--- config.mk ---
export PLATFORM = sky130hd
export DESIGN_NAME = frame_start_detector
export DESIGN_NICKNAME = d
export VERILOG_FILES = /design/src/rtl/fsd_pkg.sv /design/src/rtl/fsd_sync.sv /design/src/rtl/fsd_tick.sv /design/src/rtl/fsd_timer.sv /design/src/rtl/frame_start_detector.sv
export SDC_FILE = /design/constraint.sdc
export NUM_CORES = 1
export LEC_CHECK = 0
export CAP_MARGIN = 15
export CORE_UTILIZATION = 30
export CTS_CLUSTER_DIAMETER = 40
export DETAILED_ROUTE_END_ITERATION = 10
export HOLD_SLACK_MARGIN = 0.03
export PLACE_DENSITY_LB_ADDON = 0.12
export REMOVE_ABC_BUFFERS = 1
export SLEW_MARGIN = 20
export SYNTH_ARGS = -nofsm -noshare
export SYNTH_HDL_FRONTEND = slang
export SYNTH_HIERARCHICAL = 1
export SYNTH_SLANG_ARGS = --single-unit
--- constraint.sdc ---
create_clock -name clk -period 8.1 [get_ports clk]
set_input_delay 2.025 -clock clk [delete_from_list [all_inputs] [get_ports clk]]
set_output_delay 2.025 -clock clk [all_outputs]
set_load 0.02 [all_outputs]
--- src/rtl/fsd_pkg.sv ---
// Package: shared types for the frame-start detector.
// Assumes: nothing beyond IEEE 1800-2017.
package fsd_pkg;
    typedef enum logic [1:0] {
        ST_WAIT_LOW  = 2'd0,
        ST_DELAY     = 2'd1,
        ST_WAIT_HIGH = 2'd2
    } fsd_state_t;

    localparam logic MODE_HIGH_IS_FRAME = 1'b0;
    localparam logic MODE_LOW_IS_FRAME  = 1'b1;
endpackage

--- src/rtl/fsd_sync.sv ---
// Module: fsd_sync
// Brings an asynchronous level into the clock domain through a flop chain.
// Assumes: STAGES >= 2; the reset value matches the idle level of the line.
module fsd_sync #(
    parameter int   STAGES  = 2,
    parameter logic RST_VAL = 1'b1
) (
    input  logic clk,
    input  logic rst_n,
    input  logic d_i,
    output logic q_o
);
    logic [STAGES-1:0] chain_q;

    // Shift the input through the synchronizer chain.
    always_ff @(posedge clk) begin
        if (!rst_n) chain_q <= {STAGES{RST_VAL}};
        else        chain_q <= {chain_q[STAGES-2:0], d_i};
    end

    assign q_o = chain_q[STAGES-1];
endmodule

--- src/rtl/fsd_tick.sv ---
// Module: fsd_tick
// Produces a clock enable once every DIV system clocks, which recreates the
// reference timing base on a faster clock.
// Assumes: DIV >= 1; DIV = 1 gives a tick on every clock.
module fsd_tick #(
    parameter int DIV = 1
) (
    input  logic clk,
    input  logic rst_n,
    output logic tick_o
);
    generate
        if (DIV <= 1) begin : g_every
            assign tick_o = 1'b1;
        end else begin : g_div
            localparam int CW = $clog2(DIV);
            localparam logic [CW-1:0] LAST = CW'(DIV - 1);
            logic [CW-1:0] div_q;

            // Count system clocks modulo DIV.
            always_ff @(posedge clk) begin
                if (!rst_n)             div_q <= '0;
                else if (div_q == LAST) div_q <= '0;
                else                    div_q <= div_q + 1'b1;
            end

            assign tick_o = (div_q == '0);

            AST_TICK_SPACED: assert property (@(posedge clk) disable iff (!rst_n)
                tick_o |=> !tick_o);
        end
    endgenerate
endmodule

--- src/rtl/fsd_timer.sv ---
// Module: fsd_timer
// Down-counter for the sampling delay. A load captures the count, and each
// dec step lowers it by one.
// Assumes: the caller only asserts dec while the count is nonzero.
module fsd_timer #(
    parameter int W = 12
) (
    input  logic         clk,
    input  logic         rst_n,
    input  logic         load_i,
    input  logic [W-1:0] load_val_i,
    input  logic         dec_i,
    output logic         zero_o
);
    logic [W-1:0] cnt_q;

    // Load on arm, otherwise count down on each step.
    always_ff @(posedge clk) begin
        if (!rst_n)      cnt_q <= '0;
        else if (load_i) cnt_q <= load_val_i;
        else if (dec_i)  cnt_q <= cnt_q - 1'b1;
    end

    assign zero_o = (cnt_q == '0);

    AST_TIMER_HOLD: assert property (@(posedge clk) disable iff (!rst_n)
        (!load_i && !dec_i) |=> $stable(cnt_q));
    AST_NO_UNDERFLOW: assert property (@(posedge clk) disable iff (!rst_n)
        (dec_i && !load_i) |-> !zero_o);
endmodule

--- src/rtl/frame_start_detector.sv ---
// Module: frame_start_detector (top)
// Finds frame starts on a display-enable line. A measurement starts when the
// line is low, waits delay_i ticks, samples the line once and decides by
// mode_i. Output is a one-system-clock pulse.
// Assumes: de_i is asynchronous; delay_i and mode_i are static while en_i=1.
module frame_start_detector #(
    parameter int DLY_W    = 12,
    parameter int TICK_DIV = 1,
    parameter int SYNC_STG = 2
) (
    input  logic             clk,
    input  logic             rst_n,
    input  logic             en_i,
    input  logic             clr_i,
    input  logic             mode_i,
    input  logic [DLY_W-1:0] delay_i,
    input  logic             de_i,
    output logic             fs_o
);
    import fsd_pkg::*;

    fsd_state_t state_q;
    logic       de_s;
    logic       tick;
    logic       zero;
    logic       run;
    logic       arm;
    logic       decide;
    logic       hit;
    logic       fs_q;

    fsd_sync #(.STAGES(SYNC_STG), .RST_VAL(1'b1)) u_sync (
        .clk(clk), .rst_n(rst_n), .d_i(de_i), .q_o(de_s)
    );

    fsd_tick #(.DIV(TICK_DIV)) u_tick (
        .clk(clk), .rst_n(rst_n), .tick_o(tick)
    );

    // Qualify the per-tick events of the state machine.
    always_comb begin
        run    = en_i && !clr_i && tick;
        arm    = run && (state_q == ST_WAIT_LOW) && !de_s;
        decide = run && (state_q == ST_DELAY) && zero;
        hit    = (mode_i == MODE_LOW_IS_FRAME) ? !de_s : de_s;
    end

    fsd_timer #(.W(DLY_W)) u_timer (
        .clk(clk), .rst_n(rst_n),
        .load_i(arm), .load_val_i(delay_i),
        .dec_i(run && (state_q == ST_DELAY) && !zero),
        .zero_o(zero)
    );

    // Sample-and-decide state machine with the registered pulse.
    always_ff @(posedge clk) begin
        if (!rst_n) begin
            state_q <= ST_WAIT_LOW;
            fs_q    <= 1'b0;
        end else if (clr_i || !en_i) begin
            state_q <= ST_WAIT_LOW;
            fs_q    <= 1'b0;
        end else begin
            fs_q <= decide && hit;
            if (run) begin
                case (state_q)
                    ST_WAIT_LOW:  if (!de_s) state_q <= ST_DELAY;
                    ST_DELAY: if (zero) begin
                        if (mode_i == MODE_LOW_IS_FRAME)
                            state_q <= de_s ? ST_WAIT_LOW : ST_WAIT_HIGH;
                        else
                            state_q <= de_s ? ST_WAIT_LOW : ST_WAIT_HIGH;
                    end
                    ST_WAIT_HIGH: if (de_s) state_q <= ST_WAIT_LOW;
                    default:      state_q <= ST_WAIT_LOW;
                endcase
            end
        end
    end

    assign fs_o = fs_q;

    AST_PULSE_ONE_CYCLE: assert property (@(posedge clk) disable iff (!rst_n)
        fs_o |=> !fs_o);
    AST_CLR_DROPS: assert property (@(posedge clk) disable iff (!rst_n)
        clr_i |=> (!fs_o && state_q == ST_WAIT_LOW));
    AST_DISABLED_QUIET: assert property (@(posedge clk) disable iff (!rst_n)
        !en_i |=> !fs_o);
    AST_PULSE_ON_TICK: assert property (@(posedge clk) disable iff (!rst_n)
        fs_o |-> $past(tick));
    AST_ALT_NO_REPEAT: assert property (@(posedge clk) disable iff (!rst_n)
        (fs_o && mode_i == MODE_LOW_IS_FRAME && !clr_i && en_i)
            |-> state_q == ST_WAIT_HIGH);
endmodule

# [Word level (Yosys, flattened, before mapping)]
# Index checks and enable logic that the tools add are counted.
[totals] reg_bits=17 inputBits=18 output_inout_bits=1 word_cells=36
[classes] addsub=1 eq_ne=5 mux=8 n_bitwise=1 reduce_logical=17
[op_table] op="$mux 12" n=2
[op_table] op="$logic_not 12->1" n=1
[op_table] op="$sub 12x1->12 const B" n=1
[op_table] op="$mux 2" n=4
[op_table] op="$logic_and 1x1->1" n=7
[op_table] op="$pmux 2 s3" n=1
[op_table] op="$logic_not 1->1" n=4
[op_table] op="$ne 2x2->1 const B" n=2
[op_table] op="$reduce_and 4->1" n=1
[op_table] op="$eq 2x1->1 const B" n=1
[op_table] op="$eq 2x2->1 const B" n=1
[op_table] op="$logic_not 2->1" n=1
[op_table] op="$ne 2x1->1 const B" n=1
[op_table] op="$reduce_bool 2->1" n=1
[op_table] op="$reduce_or 2->1" n=1
[op_table] op="$logic_or 1x1->1" n=1
[op_table] op="$mux 1" n=1
[op_table] op="$not 1->1" n=1

# [Logic depth before layout (Yosys ltp)]
# Gate-level depths: netlist of run 1.
[depth] ltp_word=6 mapped_depth=9 mapped_depth_nobuf=8

# [By module]
# The synthesis of run 1 kept the hierarchy.
[modules_own_cells] module="fsd_timer" n_inst=1 cells_each=79 area_each_um2=714.4 seq_area_each_um2=240.2
[modules_own_cells] module="frame_start_detector" n_inst=1 cells_each=19 area_each_um2=170.2 seq_area_each_um2=60.1
[modules_own_cells] module="fsd_sync" n_inst=1 cells_each=4 area_each_um2=52.6 seq_area_each_um2=40.0
[modules_own_cells] module="fsd_tick" n_inst=1 cells_each=2 area_each_um2=11.3 seq_area_each_um2=0.0

# [Worst setup path after synthesis of run 1]
# No wires, ideal clock.
[synth_path] path_kind="input port to flip-flop" start="input port clr_i" end="register u_timer.cnt_q[5]" setup_time_ns=0.119 arrival_ns=3.950 slack_ns=4.032 stages=6 path_buffers=1 cell_sequence="nand3b_4 > nor4b_1 > or4b_1 > buf_2 > o31a_2 > o221a_2"
[synth_via] elab_chain_len=5 elab_cells_between_ends=8 cone_classes="1 x mux; 7 x reduce/logical"
[synth_rtl] element="from (decl)" line_no="frame_start_detector.sv:14" text="input logic clr_i,"
[synth_rtl] element="$logic_not 1->1 (*)" line_no="frame_start_detector.sv:42" text="run = en_i && !clr_i && tick;"
[synth_rtl] element="$logic_and 1x1->1 (*)" line_no="frame_start_detector.sv:42"
[synth_rtl] element="$logic_and 1x1->1, on equally long branches (2 in series)" line_no="frame_start_detector.sv:43, frame_start_detector.sv:51"
[synth_rtl] element="$mux 12 / $reduce_bool 2->1 (equally long branches)"
[synth_rtl] element="to (signal assigned)" line_no="fsd_timer.sv:20" text="else if (load_i) cnt_q <= load_val_i;"
[synth_rtl] element="to (signal assigned)" line_no="fsd_timer.sv:21" text="else if (dec_i) cnt_q <= cnt_q - 1'b1;"
[synth_rtl] element="to (decl)" line_no="fsd_timer.sv:15" text="logic [W-1:0] cnt_q;"
# Every way passes the cells marked *; elsewhere a longest branch is shown, timed or not.
# A chain may end at the register's enable or synchronous reset.

# [Worst setup path in the final report of run 1]
[layout_path] start="input port en_i" end="register u_timer.cnt_q[7]"
[layout_via] elab_chain_len=4 elab_cells_between_ends=7 cone_classes="1 x mux; 6 x reduce/logical"
[layout_rtl] element="from (decl)" line_no="frame_start_detector.sv:13" text="input logic en_i,"
[layout_rtl] element="$logic_and 1x1->1 (*)" line_no="frame_start_detector.sv:42"
[layout_rtl] element="$logic_and 1x1->1, on equally long branches (2 in series)" line_no="frame_start_detector.sv:43, frame_start_detector.sv:51"
[layout_rtl] element="$mux 12 / $reduce_bool 2->1 (equally long branches)"
# Marked as above.

==> metrics.cfg, run 1 <==
[worst_setup_path]
ff2ff_path_depth = 8
required_ns = 8.31
endpoint_kind = flip-flop
setup.worst_path.start_class = primary input
r2r_start = u_timer/cnt_q[0]
critPathArrivalTime_ns = 4.71
rr_endpoint = u_timer/cnt_q[7]
critPathKind = in -> reg
ff2ff_setup_slack_ns = 5.16
critPathMaxFanout = 9

[timing]
fin_ws_ns = 3.60
finalHoldViolCount = 0
min_period_over_period = 0.556
worstMarginPinSlew_ns = 0.921
finalCriticalPeriod_ns = 4.50
setup_tns_ns = 0
relSlewSlack = 0.378
setup_viol = 0
rsz0062_at_grt = false
fmax_mhz = 222
finalClockSkew_ns = 0.00363
slew_viol_final = 0

[placed_design]
dp_cells = 160
dp_hpwl_um = 1340
port_buffers = 18
gp_congestion = 0.717
post-place-ws_ns = 3.27

[die]
initial_core_util = 0.313
die_w_um = 58.2
dieArea_um2 = 3390
core_area_um2 = 3030
ioPinCount = 19
fp-row-count = 20
die_h_um = 58.2

[grt]
antenna_found_initial = 0
grt_pass1_vias = 731
grt-ovfl-total = 0
grt_use_total = 0.127
grt_first_pass_wirelength_um = 3290
grt_max_degree = 22

[cells_and_area]
diodes = 0
area_growth_pct = 22.0
nets = 141
layout-drive-gt1-share = 0.100
final_cells = 164

[yosys]
synth_most_common_cell = dfxtp_1
ys_types = 41
synth_edf_count = 0
synth_area_per_cell_um2 = 9.12
synth-warning-count = 6
yosys.area.top_type = dfxtp_1
synth.top_cells.by_area = dfxtp_1 (36%), o21ai_0 (5.3%), a31oi_1 (4.0%)
yosys_most_used_dff = dfxtp_1
synth_top_area_frac = 0.359
syn_inst = 104
synth_seq_area_share = 0.359
yosys-top-cells-count = dfxtp_1 (17), o21ai_0 (10), a31oi_1 (6)
async_flop_share = 0
ys_seq_elements = 17
synth_area_um2 = 948

[clock_network]
clock_sinks = 17
clkTransAtPathRegs_ns = 0.10
cts_max_level = 1
clk_path_buf_depth = 2
cts_resized = 0
post-cts-setup-buffers = 0
cts_tree = yes
numCtsBuffers = 3
cts_hold_buf = 0
clk_latency_ns = 0.28
clockRootBuffer = clkbuf_4

[hold_path]
hp-start = u_sync/chain_q[0]
hold_depth = 1
hold_class = reg -> reg
hold_path_end = u_sync/chain_q[1]

[detailed_routing]
wirelength_um = 1910
vias_per_cell = 5.10
vias = 836
drt_pre_antenna_iters = 3
remaining_drc_errors = 0
dr.first_iter.drc_count = 26
wire_per_inst_um = 11.6
postRouteAntennaNets = 0

[outcome]
status = complete, no violations

[power_and_ir_drop]
ir_worst_vdd_mv = 0.0431
total_power_mw = 0.148
powerDensity_nw_per_um2 = 128
leakagePower_nw = 0.433

[job]
cap_violations = 0

-- state kept, by name, indices dropped and copies added (netlist names) --
register	flops
fs_o	1
u_timer/cnt_q	12
state_q	2
u_sync/chain_q	2
-- worst max path at each step --
stage	startpoint	end	cells after the start
final	en_i	u_timer/cnt_q[7]	6
after global routing	en_i	u_timer/cnt_q[9]	6
after CTS	en_i	u_timer/cnt_q[7]	6
after detailed placement	en_i	u_timer/cnt_q[7]	6
after global placement	en_i	u_timer/cnt_q[5]	6
after floorplan	clr_i	u_timer/cnt_q[5]	5
-- area by class of cell --
cell class | instances | area (um^2)
inverter | 4 | 15.0
fill | 313 | 1870
clock buffer | 4 | 26.3
sequential | 17 | 340
tap | 44 | 55.1
timing repair buffer | 18 | 180
multi-input combinational | 77 | 541
-- power by group --
group	switching [mW]	internal (mW)	total [mW]	leakage, nW
clock network	0.0254	0.0191	0.0445	0.0150
registers	0.000990	0.0847	0.0857	0.138
logic	0.00675	0.0111	0.0179	0.281
total	0.0331	0.115	0.148	0.433
-- placed cells by master (no fill, tap or decap), types with 3 or more instances in the layout --
master           count
a21oi_1              3
a31oi_1              6
clkbuf_4             3
clkdlybuf4s50_1     18
dfxtp_1             17
inv_1                4
nand2_1              5
nand3b_1             3
nor2_1               3
o21ai_0             10
o31ai_1              4
or3_1                4
or4_1                5
-- metrics by stage --
stage	instance area [um^2]	hold WS [ns]	util
floorplan	896	0.386	-
global placement	1130	0.393	0.374
detailed placement	1130	0.396	0.374
CTS	1160	0.422	0.382
global route	1160	0.435	0.382
finish	1160	0.414	0.382
-- cells by family (layout without fill, tap and decap cells) --
logic type	count (synthesis)	in the layout	share of synthesized area
other cells	1	1	0.00395
compound gates	34	34	0.237
xor+xnor	3	3	0.0277
fa+ha+maj	2	2	0.0264
buf+inv	10	26	0.0712
simple gates	37	37	0.274
flops	17	17	0.359
-- metal layers --
| metal | global-route usage | part of all wire | vias to the layer above |
|---|---|---|---|
| li1 | - | - | 430 |
| met1 | 0.163 | 0.49 | 394 |
| met2 | 0.200 | 0.46 | 10 |
| met3 | 0.0223 | 0.033 | 2 |
| met4 | 0.0714 | 0.011 | 0 |
| met5 | 0 | 0 | - |
-- worst max-delay path, stage by stage --
cell,delay (ns)
clkdlybuf4s50_1,0.52
nand3b_4,0.11
nor4b_1,0.77
or4b_1,0.67
or4_1,0.44
a31oi_1,0.18
Note: power is estimated with default switching activity, not from simulation.
==> inputs of run 2 (changes only) <==
clock period = 4.56 ns   (was 8.1 ns; I/O delays follow)
==> run 2 against run 1 <==
Against the previous run: cell area increased by 0.65%; clock skew about the same; clock power increased by 85%; sequential power increased by 77%; register-to-register slack got worse by 3.2 ns; combinational power increased by 77%; setup slack got worse by 2.3 ns; critical path type unchanged; flip-flop and latch count unchanged; global-route usage increased by 0.13 points; routed wire length increased by 0.94%; die area unchanged; sequential share of layout area decreased by 0.19 points.
==> metrics.cfg, run 2 (synthesized netlist as in run 1, its figures left out) <==
[clock_network]
clockRootBuffer = clkbuf_4
cts_hold_buf = 0  ; unchanged
clock_sinks = 17  ; unchanged
clk_latency_ns = 0.29  ; about the same
cts_tree = yes
clk_path_buf_depth = 2  ; unchanged
clkTransAtPathRegs_ns = 0.11  ; about the same
post-cts-setup-buffers = 0  ; unchanged
cts_max_level = 1  ; unchanged
numCtsBuffers = 3  ; unchanged
cts_resized = 0  ; unchanged

[die]
ioPinCount = 19  ; unchanged
fp-row-count = 20  ; unchanged
die_h_um = 58.2  ; unchanged
die_w_um = 58.2  ; unchanged
core_area_um2 = 3030  ; unchanged
initial_core_util = 0.313  ; unchanged
dieArea_um2 = 3390  ; unchanged

[hold_path]
hold_class = reg -> reg

[cells_and_area]
top_regs = u_timer/cnt_q: 12 flops, state_q: 2 flops, u_sync/chain_q: 2 flops
final_util = 0.385  ; +0.00248
area_growth_pct = 22.8
largest_reg_flops = 12  ; unchanged
layout-drive-gt1-share = 0.107  ; +0.00744
nets = 142  ; +0.71%
diodes = 0  ; unchanged
max_flop_register = u_timer/cnt_q
fillers = 322  ; +2.9%
layout_common_cells = clkdlybuf4s50_1 (18), dfxtp_1 (17), o21ai_0 (10)
final_common_cell = clkdlybuf4s50_1

[power_and_ir_drop]
powerDensity_nw_per_um2 = 229  ; +79%
total_power_mw = 0.267  ; +80%
ir_worst_vdd_mv = 0.0867  ; +100%
leakagePower_nw = 0.439  ; +1.3%

[worst_setup_path]
critPathKind = in -> reg
required_ns = 4.78  ; -3.53 ns
path_delay_family = simple AND/OR/NAND/NOR gates
critPathMaxFanout = 9  ; unchanged
endpoint_kind = flip-flop
crit_path_max_incr_delay_ns = 0.61  ; -0.16 ns
critPathSlowestCell = or4b_1
critPathArrivalTime_ns = 3.46  ; -1.25 ns
path_buf_inv = 2  ; +1
setup.worst_path.start_class = primary input
crit_chain = clkdlybuf4s50_1 > nand3b_4 > nor4b_1 > buf_4 > or4b_1 > or4_1 > a31oi_1

[grt]
grt_pass1_vias = 721  ; -1.4%
grt_first_pass_wirelength_um = 3310  ; +0.64%
antenna_found_initial = 0  ; unchanged
grt_max_degree = 22  ; unchanged
grt_use_total = 0.128  ; +0.00134
grt-ovfl-total = 0  ; unchanged

[detailed_routing]
vias = 816  ; -2.4%
postRouteAntennaNets = 0  ; unchanged
dr.first_iter.drc_count = 20  ; -23%
wirelength_um = 1930  ; +0.94%
remaining_drc_errors = 0  ; unchanged
vias_per_cell = 4.95  ; -3.0%
drt_pre_antenna_iters = 4  ; +1
wire_per_inst_um = 11.7  ; +0.33%

[placed_design]
dp_hpwl_um = 1330  ; -0.55%
gp_congestion = 0.714  ; -0.31%
port_buffers = 18  ; unchanged
post-place-ws_ns = 1.01  ; -2.26 ns

[timing]
rsz0062_at_grt = false
worstMarginPinSlew_ns = 0.565  ; -0.355 ns
finalClockSkew_ns = 0.00411  ; +0.000481 ns
relSlewSlack = 0.622  ; +0.244
setup_viol = 0  ; unchanged
whs_ns = 0.416  ; +0.00203 ns
fmax_mhz = 309
finalHoldViolCount = 0  ; unchanged
slew_viol_final = 0  ; unchanged
setup_tns_ns = 0  ; unchanged
min_period_over_period = 0.711
fin_ws_ns = 1.32  ; -2.28 ns
finalCriticalPeriod_ns = 3.24

[job]
cap_violations = 0  ; unchanged

[outcome]
status = complete, no violations

## run 2: worst paths after layout
path | start | end | slack (ns) | cells past startpoint
setup / recovery | en_i | u_timer/cnt_q[9] | 1.32 | 7
hold / removal | u_sync/chain_q[0] | u_sync/chain_q[1] | 0.42 | 1
setup reg to reg | u_timer/cnt_q[0] | u_timer/cnt_q[9] | 2.01 | 9
hold reg to reg | u_sync/chain_q[0] | u_sync/chain_q[1] | 0.42 | 1
## run 2: final cells by class
type,count,area [um^2],area share
multi-input combinational,77,541,0.464
clock buffer,4,26.3,0.0226
sequential,17,340,0.292
inverter,4,15.0,0.0129
tap,44,55.1,0.0473
timing repair buffer,19,188,0.161
## run 2: per-layer routing
| metal | global-route usage | share of wire | up-vias |
|---|---|---|---|
| li1 | - | - | 435 |
| met1 | 0.177 | 0.51 | 367 |
| met2 | 0.195 | 0.44 | 12 |
| met3 | 0.0268 | 0.032 | 2 |
| met4 | 0.0510 | 0.010 | 0 |
| met5 | 0 | 0 | - |
## run 2: through the flow
stage	instance area, um^2	instances
after global placement	1140	161
final	1160	165
after CTS	1160	165
after detailed placement	1140	161
after global routing	1160	165
after floorplan	896	98
## run 2: worst reg2reg max path, delay by kind of cell, from the launching register on
family | cells | cell delay [ns]
buffers and inverters | 2 | 0.28
DFF | 1 | 0.39
and+or+nand+nor | 5 | 1.47
adders and majority gates | 1 | 0.19
AOI/OAI and AO/OA | 1 | 0.17
## run 2: where the power goes
part	switching [mW]	leakage, nW	internal [mW]
Combinational	0.0119	0.286	0.0198
Clock	0.0486	0.0150	0.0339
Sequential	0.00180	0.138	0.151
